--- config.mk ---
export PLATFORM = sky130hd
export DESIGN_NAME = ml_addr_update
export DESIGN_NICKNAME = d
export VERILOG_FILES = /design/src/rtl/ml_upd_pkg.sv /design/src/rtl/ml_desc_decode.sv /design/src/rtl/ml_addr_step.sv /design/src/rtl/ml_wb_reg.sv /design/src/rtl/ml_addr_update.sv
export SDC_FILE = /design/constraint.sdc
export NUM_CORES = 1
export LEC_CHECK = 0
export ABC_AREA = 1
export BUFFER_PORTS_ARGS = -buffer_cell sky130_fd_sc_hd__buf_4
export CAP_MARGIN = 40
export CORE_ASPECT_RATIO = 1.25
export CORE_MARGIN = 5
export CORE_UTILIZATION = 50
export DETAILED_ROUTE_END_ITERATION = 16
export PLACE_DENSITY = 0.84
export SYNTH_ARGS = -nofsm -noshare
export SYNTH_HDL_FRONTEND = slang
export SYNTH_HIERARCHICAL = 1
export SYNTH_SLANG_ARGS = --single-unit
--- constraint.sdc ---
create_clock -name clk -period 0.8 [get_ports clk]
set_input_delay 0 -clock clk [delete_from_list [all_inputs] [get_ports clk]]
set_output_delay 0 -clock clk [all_outputs]
set_load 0.03 [all_outputs]
--- src/rtl/ml_upd_pkg.sv ---
package ml_upd_pkg;
  localparam int unsigned DESC_W      = 32;
  localparam int unsigned ADDR_W      = 32;
  localparam int unsigned SHORT_CNT_W = 10;
  localparam int unsigned OFF_W       = 20;
  localparam int unsigned SRC_EN_BIT  = DESC_W - 1;
  localparam int unsigned DST_EN_BIT  = DESC_W - 2;
  localparam int unsigned LONG_CNT_W  = DESC_W - 2;
  localparam int unsigned OFF_LSB     = SHORT_CNT_W;
  localparam int unsigned OFF_MSB     = OFF_LSB + OFF_W - 1;
  localparam int unsigned NUM_DIR     = 2;

  typedef enum logic [1:0] {
    LAYOUT_FLAT  = 2'd0,
    LAYOUT_LONG  = 2'd1,
    LAYOUT_SHORT = 2'd2
  } layout_e;

  typedef struct packed {
    layout_e            layout;
    logic               src_off_en;
    logic               dst_off_en;
    logic [ADDR_W-1:0]  offset;
    logic [DESC_W-1:0]  count;
  } desc_fields_t;

  // Sign-extend the raw offset field to address width.
  function automatic logic [ADDR_W-1:0] widen_offset(input logic [OFF_W-1:0] raw);
    return {{(ADDR_W-OFF_W){raw[OFF_W-1]}}, raw};
  endfunction

  // Modulo 2^ADDR_W addition.
  function automatic logic [ADDR_W-1:0] wrap_add(input logic [ADDR_W-1:0] a,
                                                 input logic [ADDR_W-1:0] b);
    return a + b;
  endfunction

  // Zero-extend the low n bits of a descriptor word.
  function automatic logic [DESC_W-1:0] keep_low(input logic [DESC_W-1:0] w,
                                                 input int unsigned n);
    logic [DESC_W-1:0] mask;
    mask = '0;
    for (int unsigned i = 0; i < DESC_W; i++) begin
      if (i < n) mask[i] = 1'b1;
    end
    return w & mask;
  endfunction
endpackage

--- src/rtl/ml_desc_decode.sv ---
module ml_desc_decode
  import ml_upd_pkg::*;
(
  input  logic               map_en,
  input  logic [DESC_W-1:0]  word,
  output desc_fields_t       fields
);
  logic any_en;
  assign any_en = word[SRC_EN_BIT] | word[DST_EN_BIT];

  always_comb begin
    fields = '0;
    if (!map_en) begin
      fields.layout = LAYOUT_FLAT;
      fields.count  = word;
    end else if (any_en) begin
      fields.layout     = LAYOUT_SHORT;
      fields.src_off_en = word[SRC_EN_BIT];
      fields.dst_off_en = word[DST_EN_BIT];
      fields.offset     = widen_offset(word[OFF_MSB:OFF_LSB]);
      fields.count      = keep_low(word, SHORT_CNT_W);
    end else begin
      fields.layout = LAYOUT_LONG;
      fields.count  = keep_low(word, LONG_CNT_W);
    end
  end
endmodule

--- src/rtl/ml_addr_step.sv ---
module ml_addr_step
  import ml_upd_pkg::*;
(
  input  logic               major_done,
  input  logic               off_en,
  input  logic [ADDR_W-1:0]  final_addr,
  input  logic [ADDR_W-1:0]  offset,
  input  logic [ADDR_W-1:0]  last_adj,
  output logic [ADDR_W-1:0]  next_addr,
  output logic               off_applied,
  output logic               last_applied
);
  assign last_applied = major_done;
  assign off_applied  = !major_done && off_en;

  always_comb begin
    if (last_applied)      next_addr = wrap_add(final_addr, last_adj);
    else if (off_applied)  next_addr = wrap_add(final_addr, offset);
    else                   next_addr = final_addr;
  end
endmodule

--- src/rtl/ml_wb_reg.sv ---
module ml_wb_reg
  import ml_upd_pkg::*;
(
  input  logic                           clk,
  input  logic                           rst_n,
  input  logic                           load,
  input  logic [DESC_W-1:0]              cnt_in,
  input  logic [NUM_DIR-1:0][ADDR_W-1:0] addr_in,
  output logic [DESC_W-1:0]              cnt_q,
  output logic [NUM_DIR-1:0][ADDR_W-1:0] addr_q,
  output logic                           strobe_q
);
  always_ff @(posedge clk or negedge rst_n) begin
    if (!rst_n) begin
      cnt_q    <= '0;
      addr_q   <= '0;
      strobe_q <= 1'b0;
    end else begin
      strobe_q <= load;
      if (load) begin
        cnt_q  <= cnt_in;
        addr_q <= addr_in;
      end
    end
  end
endmodule

--- src/rtl/ml_addr_update.sv ---
module ml_addr_update
  import ml_upd_pkg::*;
(
  input  logic               clk,
  input  logic               rst_n,
  input  logic               map_en,
  input  logic [DESC_W-1:0]  desc_word,
  input  logic [ADDR_W-1:0]  src_final,
  input  logic [ADDR_W-1:0]  dst_final,
  input  logic               minor_done,
  input  logic               major_done,
  input  logic [ADDR_W-1:0]  src_last_adj,
  input  logic [ADDR_W-1:0]  dst_last_adj,
  output logic [DESC_W-1:0]  byte_cnt,
  output logic [ADDR_W-1:0]  src_next,
  output logic [ADDR_W-1:0]  dst_next,
  output logic               wb_strobe
);
  localparam int unsigned SRC_IDX = 0;
  localparam int unsigned DST_IDX = 1;

  desc_fields_t                   fields;
  logic [NUM_DIR-1:0]             dir_en;
  logic [NUM_DIR-1:0][ADDR_W-1:0] dir_final;
  logic [NUM_DIR-1:0][ADDR_W-1:0] dir_adj;
  logic [NUM_DIR-1:0][ADDR_W-1:0] dir_next;
  logic [NUM_DIR-1:0][ADDR_W-1:0] dir_q;
  logic [NUM_DIR-1:0]             dir_off_used;
  logic [NUM_DIR-1:0]             dir_last_used;

  ml_desc_decode u_dec (
    .map_en (map_en),
    .word   (desc_word),
    .fields (fields)
  );

  assign dir_en[SRC_IDX]    = fields.src_off_en;
  assign dir_en[DST_IDX]    = fields.dst_off_en;
  assign dir_final[SRC_IDX] = src_final;
  assign dir_final[DST_IDX] = dst_final;
  assign dir_adj[SRC_IDX]   = src_last_adj;
  assign dir_adj[DST_IDX]   = dst_last_adj;

  for (genvar g = 0; g < NUM_DIR; g++) begin : g_dir
    ml_addr_step u_step (
      .major_done   (major_done),
      .off_en       (dir_en[g]),
      .final_addr   (dir_final[g]),
      .offset       (fields.offset),
      .last_adj     (dir_adj[g]),
      .next_addr    (dir_next[g]),
      .off_applied  (dir_off_used[g]),
      .last_applied (dir_last_used[g])
    );
  end

  ml_wb_reg u_wb (
    .clk      (clk),
    .rst_n    (rst_n),
    .load     (minor_done),
    .cnt_in   (fields.count),
    .addr_in  (dir_next),
    .cnt_q    (byte_cnt),
    .addr_q   (dir_q),
    .strobe_q (wb_strobe)
  );

  assign src_next = dir_q[SRC_IDX];
  assign dst_next = dir_q[DST_IDX];
endmodule

==> impl_metrics.toml, run 1 <==
[placed_design]
numPortBuffers = 261
routabilityCongestion = 1.03
postPlaceCellArea_sq_um = 19800
post-dp-hpwl_microns = 48500

[grt]
grt_use_total = 0.624
grt_remaining_overflow = 22
grt_max_degree = 54

[cts]
cts_root_buffer = "clkbuf_16"
cts_buffers = 9
clk_path_buf_depth = 2
htreeDepth = 3
cts_sinks = 97

[sta]
postGrtWorstEndpoint = "u_wb/addr_q[53]$_DFFE_PN0P_/D"
worstEpCategory = "sequential cell input"

[floorplanning]
io_pins = 262
die_width_microns = 163
start_util = 0.504
die_height_microns = 202
rows = 70

[yosys]
synth_area_per_cell_sq_um = 5.52
yosysWarnings = 6
synthesis.instances = 2666
synth_area_sq_um = 14700
synth_fp_nets = 2959

[status]
error = "[ERROR GRT-0232] Routing congestion too high. Check the congestion heatmap in the GUI."
failing_step = "5_1_grt"
status = "aborted with a tool error"
-- stage by stage --
stage | hold slack (ns) | cells | setup TNS [ns] | setup slack (ns) | utilization
2_1_floorplan | -0.296 | 2666 | -54.11 | -1.13 | -
3_3_place_gp | -0.00757 | 3565 | -85.33 | -1.49 | 0.680
3_5_place_dp | -0.00659 | 3565 | -88.85 | -1.54 | 0.680
4_1_cts | 0.0102 | 3642 | -62.93 | -0.927 | 0.764
-- layer usage --
layer / overflow / GRT usage
met1: 0 / 0.595
met2: 17 / 0.827
met3: 0 / 0.449
met4: 5 / 0.620
met5: 0 / 0.203
-- timing repair --
action                                  in CTS
setup buffers                               50
resized for setup                          394
hold buffers                                14
cloned                                       2
pin swaps                                  176
endpoints found under the hold margin      109
endpoints found under the setup margin     161
==> inputs of run 2 (changes only) <==
CORE_ASPECT_RATIO = not set   (was 1.25)
CORE_UTILIZATION = 35   (was 50)
PLACE_DENSITY = not set   (was 0.84)
PLACE_DENSITY_LB_ADDON = 0.15   (was not set)
==> impl_metrics.toml, run 2 <==
[setup_path]
crit_required_ns = 1.10
cp-end-kind = "flip-flop"
crit_path_top_delay_cell = "ha_4"
crit_family = "simple AND/OR/NAND/NOR gates"
slowest_delay_ns = 0.28
cp.arrival_ns = 2.10
critPathMaxFanout = 7
path_buf_inv = 4
critical_path_class = "input port to flip-flop"
worst_path_most_repeated_cell = "nand2_2"
start_kind = "input port"
crit_path_cell_trace = "buf_12 -> nand2_8 -> clkbuf_16 -> a21oi_4 -> ha_4 -> nand2_4 -> inv_4 -> nand2_2 -> nand2_2 -> nand3b_1 -> buf_6 -> nand2_4 -> nand2_2 -> nand2_2 -> nand3_2 -> nand2_1 -> nand2_1 -> nand2_2 -> nand2_1"

[routing]
drc = 0
viasPerCell = 4.87
dr.pass1.iters = 5
vias = 18900
detail-route-antenna-nets = 0
wl_per_cell_microns = 17.0
drt-initial-drc-count = 1451
routed_wl_microns = 66000

[status]
status = "finished with violations"
failed_checks = "negative hold slack, negative setup slack"

[yosys]
yosysWarnings = 6
synth_fp_nets = 2959
synth_area_per_cell_sq_um = 5.52
synth_area_sq_um = 14700
synthesis.instances = 2666

[sta]
finalSetupViolCount = 164
fin_worst_skew_ns = 0
holdWs_ns = -0.00690
tightest_slew_ns = 0.448
hold_violations = 5
fin_crit_sh = 2.25
final.setup.worst_slack_ns = -1.00
maxSlewHeadroom = 0.700
min_period_ns = 1.80
rsz0062_at_grt = "true"
maxSlewViolCount = 0
timing.fmax_mhz = 555

[cts]
cts_root_buffer = "clkbuf_16"
clk_latency_ns = 0.39
clk_path_buf_depth = 2
path_clk_slew_ns = 0.09
htreeDepth = 3
cts_tree = "done"
cts_buffers = 9
cts_sinks = 97

[finish]
largestRegisters = "u_wb/addr_q x64, u_wb/cnt_q x32, u_wb/strobe_q x1"
final_common_cell = "nand2_1"
n_antenna_cell = 0
most-common-layout-cells = "nand2_1 (933), buf_4 (517), inv_1 (364), nand2_2 (193), nor2_1 (138)"
drive_gt1_frac = 0.395
largest_reg_flops = 64
nets = 3621
fin_area_sq_um = 24600
max_flop_register = "u_wb/addr_q"
area_growth_syn_to_layout_pct = 67.2

[placed_design]
post-dp-hpwl_microns = 52400
numPortBuffers = 261
postPlaceCellArea_sq_um = 20200
preCtsSetupSlack_ns = -1.63
routabilityCongestion = 0.948

[grt]
grt_remaining_overflow = 0
grt_pass1_wl_microns = 98400
grt_antenna_before_repair = 0
grt_max_degree = 45
grt_pass1_vias = 17900
grt_use_total = 0.266

[floorplanning]
fp.coreArea_sq_um = 41800
die_height_microns = 215
start_util = 0.352
io_pins = 262
dieArea_sq_um = 46200
die_width_microns = 215
rows = 75

[power]
leakage_uw = 0.0135
total_power_uw = 29100
p_per_area_nw_per_um2 = 1190
ir_worst_vdd_mv = 1.04

[hold_path]
hold_class = "input port to async pin"

[flow_run]
cap_violations = 0
## run 2: worst register-to-register path, stage by stage, from the launching register on
cell     delay (ns)
dfrtp_1        0.40
buf_4          0.14
buf_4          0.12
nand2_1        0.05
nand2_1        0.05
## run 2: per-stage QoR
step,cells,util,setup TNS (ns)
2_1_floorplan,2666,-,-54.11
3_3_place_gp,3731,0.485,-91.64
3_5_place_dp,3731,0.485,-93.65
5_1_grt,3872,0.589,-76.66
4_1_cts,3818,0.549,-65.43
6_report,3872,0.589,-68.01
## run 2: cell type report
cell class | instances | area [sq um]
Fill cell | 4077 | 17200
Multi-Input combinational cell | 2079 | 13100
Timing Repair Buffer | 721 | 6520
Sequential cell | 97 | 2430
Inverter | 420 | 1600
Tap cell | 539 | 674
Clock buffer | 9 | 225
Clock inverter | 7 | 60.1
## run 2: worst paths after layout
check / startpoint / endpoint / slack (ns) / cells past startpoint
worst max-delay path: map_en / u_wb/addr_q[19]$_DFFE_PN0P_ / -1.00 / 19
worst min-delay path: rst_n / u_wb/addr_q[39]$_DFFE_PN0P_ / -0.007 / 2
worst max register to register: u_wb/cnt_q[10]$_DFFE_PN0P_ / u_wb/cnt_q[10]$_DFFE_PN0P_ / -0.07 / 4
worst min register to register: u_wb/cnt_q[5]$_DFFE_PN0P_ / u_wb/cnt_q[5]$_DFFE_PN0P_ / 0.50 / 2
max in group asynchronous: rst_n / u_wb/addr_q[54]$_DFFE_PN0P_ / 0.06 / 3
min in group clk: desc_word[13] / u_wb/cnt_q[13]$_DFFE_PN0P_ / 0.01 / 5
## run 2: routing by layer
metal,track usage,part of all wire,up-vias
li1,-,-,9580
met2,0.432,0.46,477
met1,0.385,0.48,8742
met4,0.0535,0.017,0
met3,0.0290,0.043,60
met5,0,0,-
## run 2: repair_timing
item / CTS / global route
pin swaps: 113 / 256
setup buffers: 40 / 58
hold buffers: 28 / 0
hold endpoints to repair: 120 / 0
gates cloned: 3 / 2
resized for setup: 397 / 342
setup endpoints to repair: 161 / 165
## run 2: report_power, final
part           internal [uW]  switching, uW
clock network           2170           2480
registers               5520            551
logic                   8300          10100
total                  16000          13200
No activity file was read; power rests on OpenSTA's default activity.
==> inputs of run 3 (changes only) <==
CTS_BUF_LIST = sky130_fd_sc_hd__clkbuf_8   (was not set)
==> impl_metrics.toml, run 3 (synthesized netlist as in run 2, its figures left out) <==
[cts]
cts_buffers = 9
cts_hold_buf = 59
path_clk_slew_ns = 0.13
cts_sinks = 97
cts_root_buffer = "clkbuf_8"
clk_path_buf_depth = 2
cts_tree = "done"
clk_latency_ns = 0.46
htreeDepth = 3

[power]
leakage_uw = 0.0134
p_per_area_nw_per_um2 = 1140
combPwrFrac = 0.654
clock_power_share = 0.128
switching_share = 0.465
p_switching_uw = 12900
ir_worst_vdd_mv = 0.771
p_int_uw = 14900
seq_power_share = 0.218

[placed_design]
numPortBuffers = 261
dp_cells = 3731
routabilityCongestion = 0.948
post-dp-hpwl_microns = 52400

[finish]
fillers = 4148
stdcell_count = 3887
largestRegisters = "u_wb/addr_q x64, u_wb/cnt_q x32, u_wb/strobe_q x1"
fin_util = 0.583
drive_gt1_frac = 0.376
max_flop_register = "u_wb/addr_q"
multi_input_area_sq_um = 12800
layout.area.seq_sq_um = 2430
final_common_cell = "nand2_1"
n_antenna_cell = 0
nets = 3636
area_growth_syn_to_layout_pct = 65.7
most-common-layout-cells = "nand2_1 (959), buf_4 (510), inv_1 (370), nand2_2 (178), nor2_1 (143)"
largest_reg_flops = 64

[floorplanning]
start_util = 0.352
io_pins = 262
die_width_microns = 215
fp.coreArea_sq_um = 41800
rows = 75
dieArea_sq_um = 46200
die_height_microns = 215

[setup_path]
reg2reg_slack_ns = -0.07
crit_path_cell_trace = "buf_12 -> nand2_8 -> buf_16 -> a21oi_4 -> ha_4 -> nand2_4 -> inv_4 -> nand2_2 -> nand2_2 -> nand3b_1 -> buf_6 -> nand2_4 -> nand2_2 -> nand2_2 -> nand3_2 -> nand2_1 -> nand2_1 -> nand2_2 -> nand2_1"
r2r-end = "u_wb/addr_q[1]$_DFFE_PN0P_"
path_buf_inv = 4
crit_required_ns = 1.18
cp.arrival_ns = 2.09
critical_path_class = "input port to flip-flop"
worst_path_most_repeated_cell = "nand2_2"
slowest_delay_ns = 0.28
crit_family = "simple AND/OR/NAND/NOR gates"
ff2ff_path_depth = 4
critPathMaxFanout = 6
start_kind = "input port"
rr_startpoint = "u_wb/addr_q[1]$_DFFE_PN0P_"
cp-end-kind = "flip-flop"
crit_path_top_delay_cell = "ha_4"
crit_cells = 19

[grt]
grt_antenna_before_repair = 0
busiest_layer = "met2"
met2_usage = 0.445
met1_usage = 0.388
grt_use_total = 0.272
grt_pass1_vias = 18300
grt_remaining_overflow = 0
met3_usage = 0.0311
grt_pass1_wl_microns = 101000
grt_max_degree = 45

[routing]
wl_per_cell_microns = 17.0
drc = 0
drt-initial-drc-count = 1398
viasPerCell = 4.88
vias = 19000
dr.pass1.iters = 6
routed_wl_microns = 66300
detail-route-antenna-nets = 0

[status]
status = "finished with violations"
failed_checks = "negative hold slack, negative setup slack"

[sta]
hold_violations = 8
maxSlewHeadroom = 0.670
min_period_ns = 1.71
rsz0062_at_grt = "true"
holdWs_ns = -0.0573
tightest_slew_ns = 0.495
final.setup.worst_slack_ns = -0.906
maxSlewViolCount = 0
timing.fmax_mhz = 586
finalSetupViolCount = 162
fin_worst_skew_ns = 0
fin_crit_sh = 2.13

[hold_path]
hold_class = "input port to async pin"

[flow_run]
cap_violations = 0
-- run 3: routing by layer --
metal,part of all wire,routed length [microns]
met3,0.047,3090
met4,0.018,1170
met2,0.46,30500
met1,0.47,31500
met5,0,0
-- run 3: through the flow --
stage / setup TNS (ns) / power (uW) / setup WS (ns) / cell area [sq um]
after floorplan: -54.11 / 14300 / -1.13 / 15300
after global routing: -78.48 / 29600 / -1.04 / 24400
after CTS: -69.44 / 26800 / -0.846 / 23300
after global placement: -91.64 / 20600 / -1.62 / 20200
final: -69.39 / 27800 / -0.906 / 24400
after detailed placement: -93.65 / 20700 / -1.63 / 20200
-- run 3: timing repair --
item	4_1_cts	5_1_grt
hold endpoints to repair	167	8
gates cloned	4	0
buffers inserted	42	42
setup endpoints to repair	161	164
gates resized for setup	424	251
pin swaps	161	178
-- run 3: worst register-to-register path: stages, from the launching register on --
cell     delay [ns]
dfrtp_1        0.41
buf_4          0.13
buf_4          0.12
nand2_1        0.06
nand2_1        0.05
-- run 3: area by class of cell --
class,count,share of cell area
well taps,539,0.0277
flip-flops and latches,97,0.0997
repair buffers,736,0.272
clock inverters,7,0.00246
clock buffers,9,0.00508
multi-input cells,2079,0.527
inverters,420,0.0654
-- run 3: how the worst max path moves through the flow --
| stage | from | to | slack (ns) |
|---|---|---|---|
| floorplan | map_en | u_wb/addr_q[28]$_DFFE_PN0P_ | -1.13 |
| global placement | map_en | u_wb/addr_q[26]$_DFFE_PN0P_ | -1.62 |
| detailed placement | map_en | u_wb/addr_q[57]$_DFFE_PN0P_ | -1.63 |
| CTS | map_en | u_wb/addr_q[31]$_DFFE_PN0P_ | -0.85 |
| global route | map_en | u_wb/addr_q[31]$_DFFE_PN0P_ | -1.04 |
| finish | map_en | u_wb/addr_q[19]$_DFFE_PN0P_ | -0.91 |
-- run 3: power groups by stage --
| stage | registers [uW] | logic (uW) | clock network [uW] |
|---|---|---|---|
| 2_1_floorplan | 7170 | 7080 | 0 |
| 3_3_place_gp | 6040 | 14600 | 0 |
| 3_5_place_dp | 6050 | 14700 | 0 |
| 4_1_cts | 6070 | 17000 | 3720 |
| 5_1_grt | 6130 | 19600 | 3850 |
| 6_report | 6070 | 18200 | 3570 |
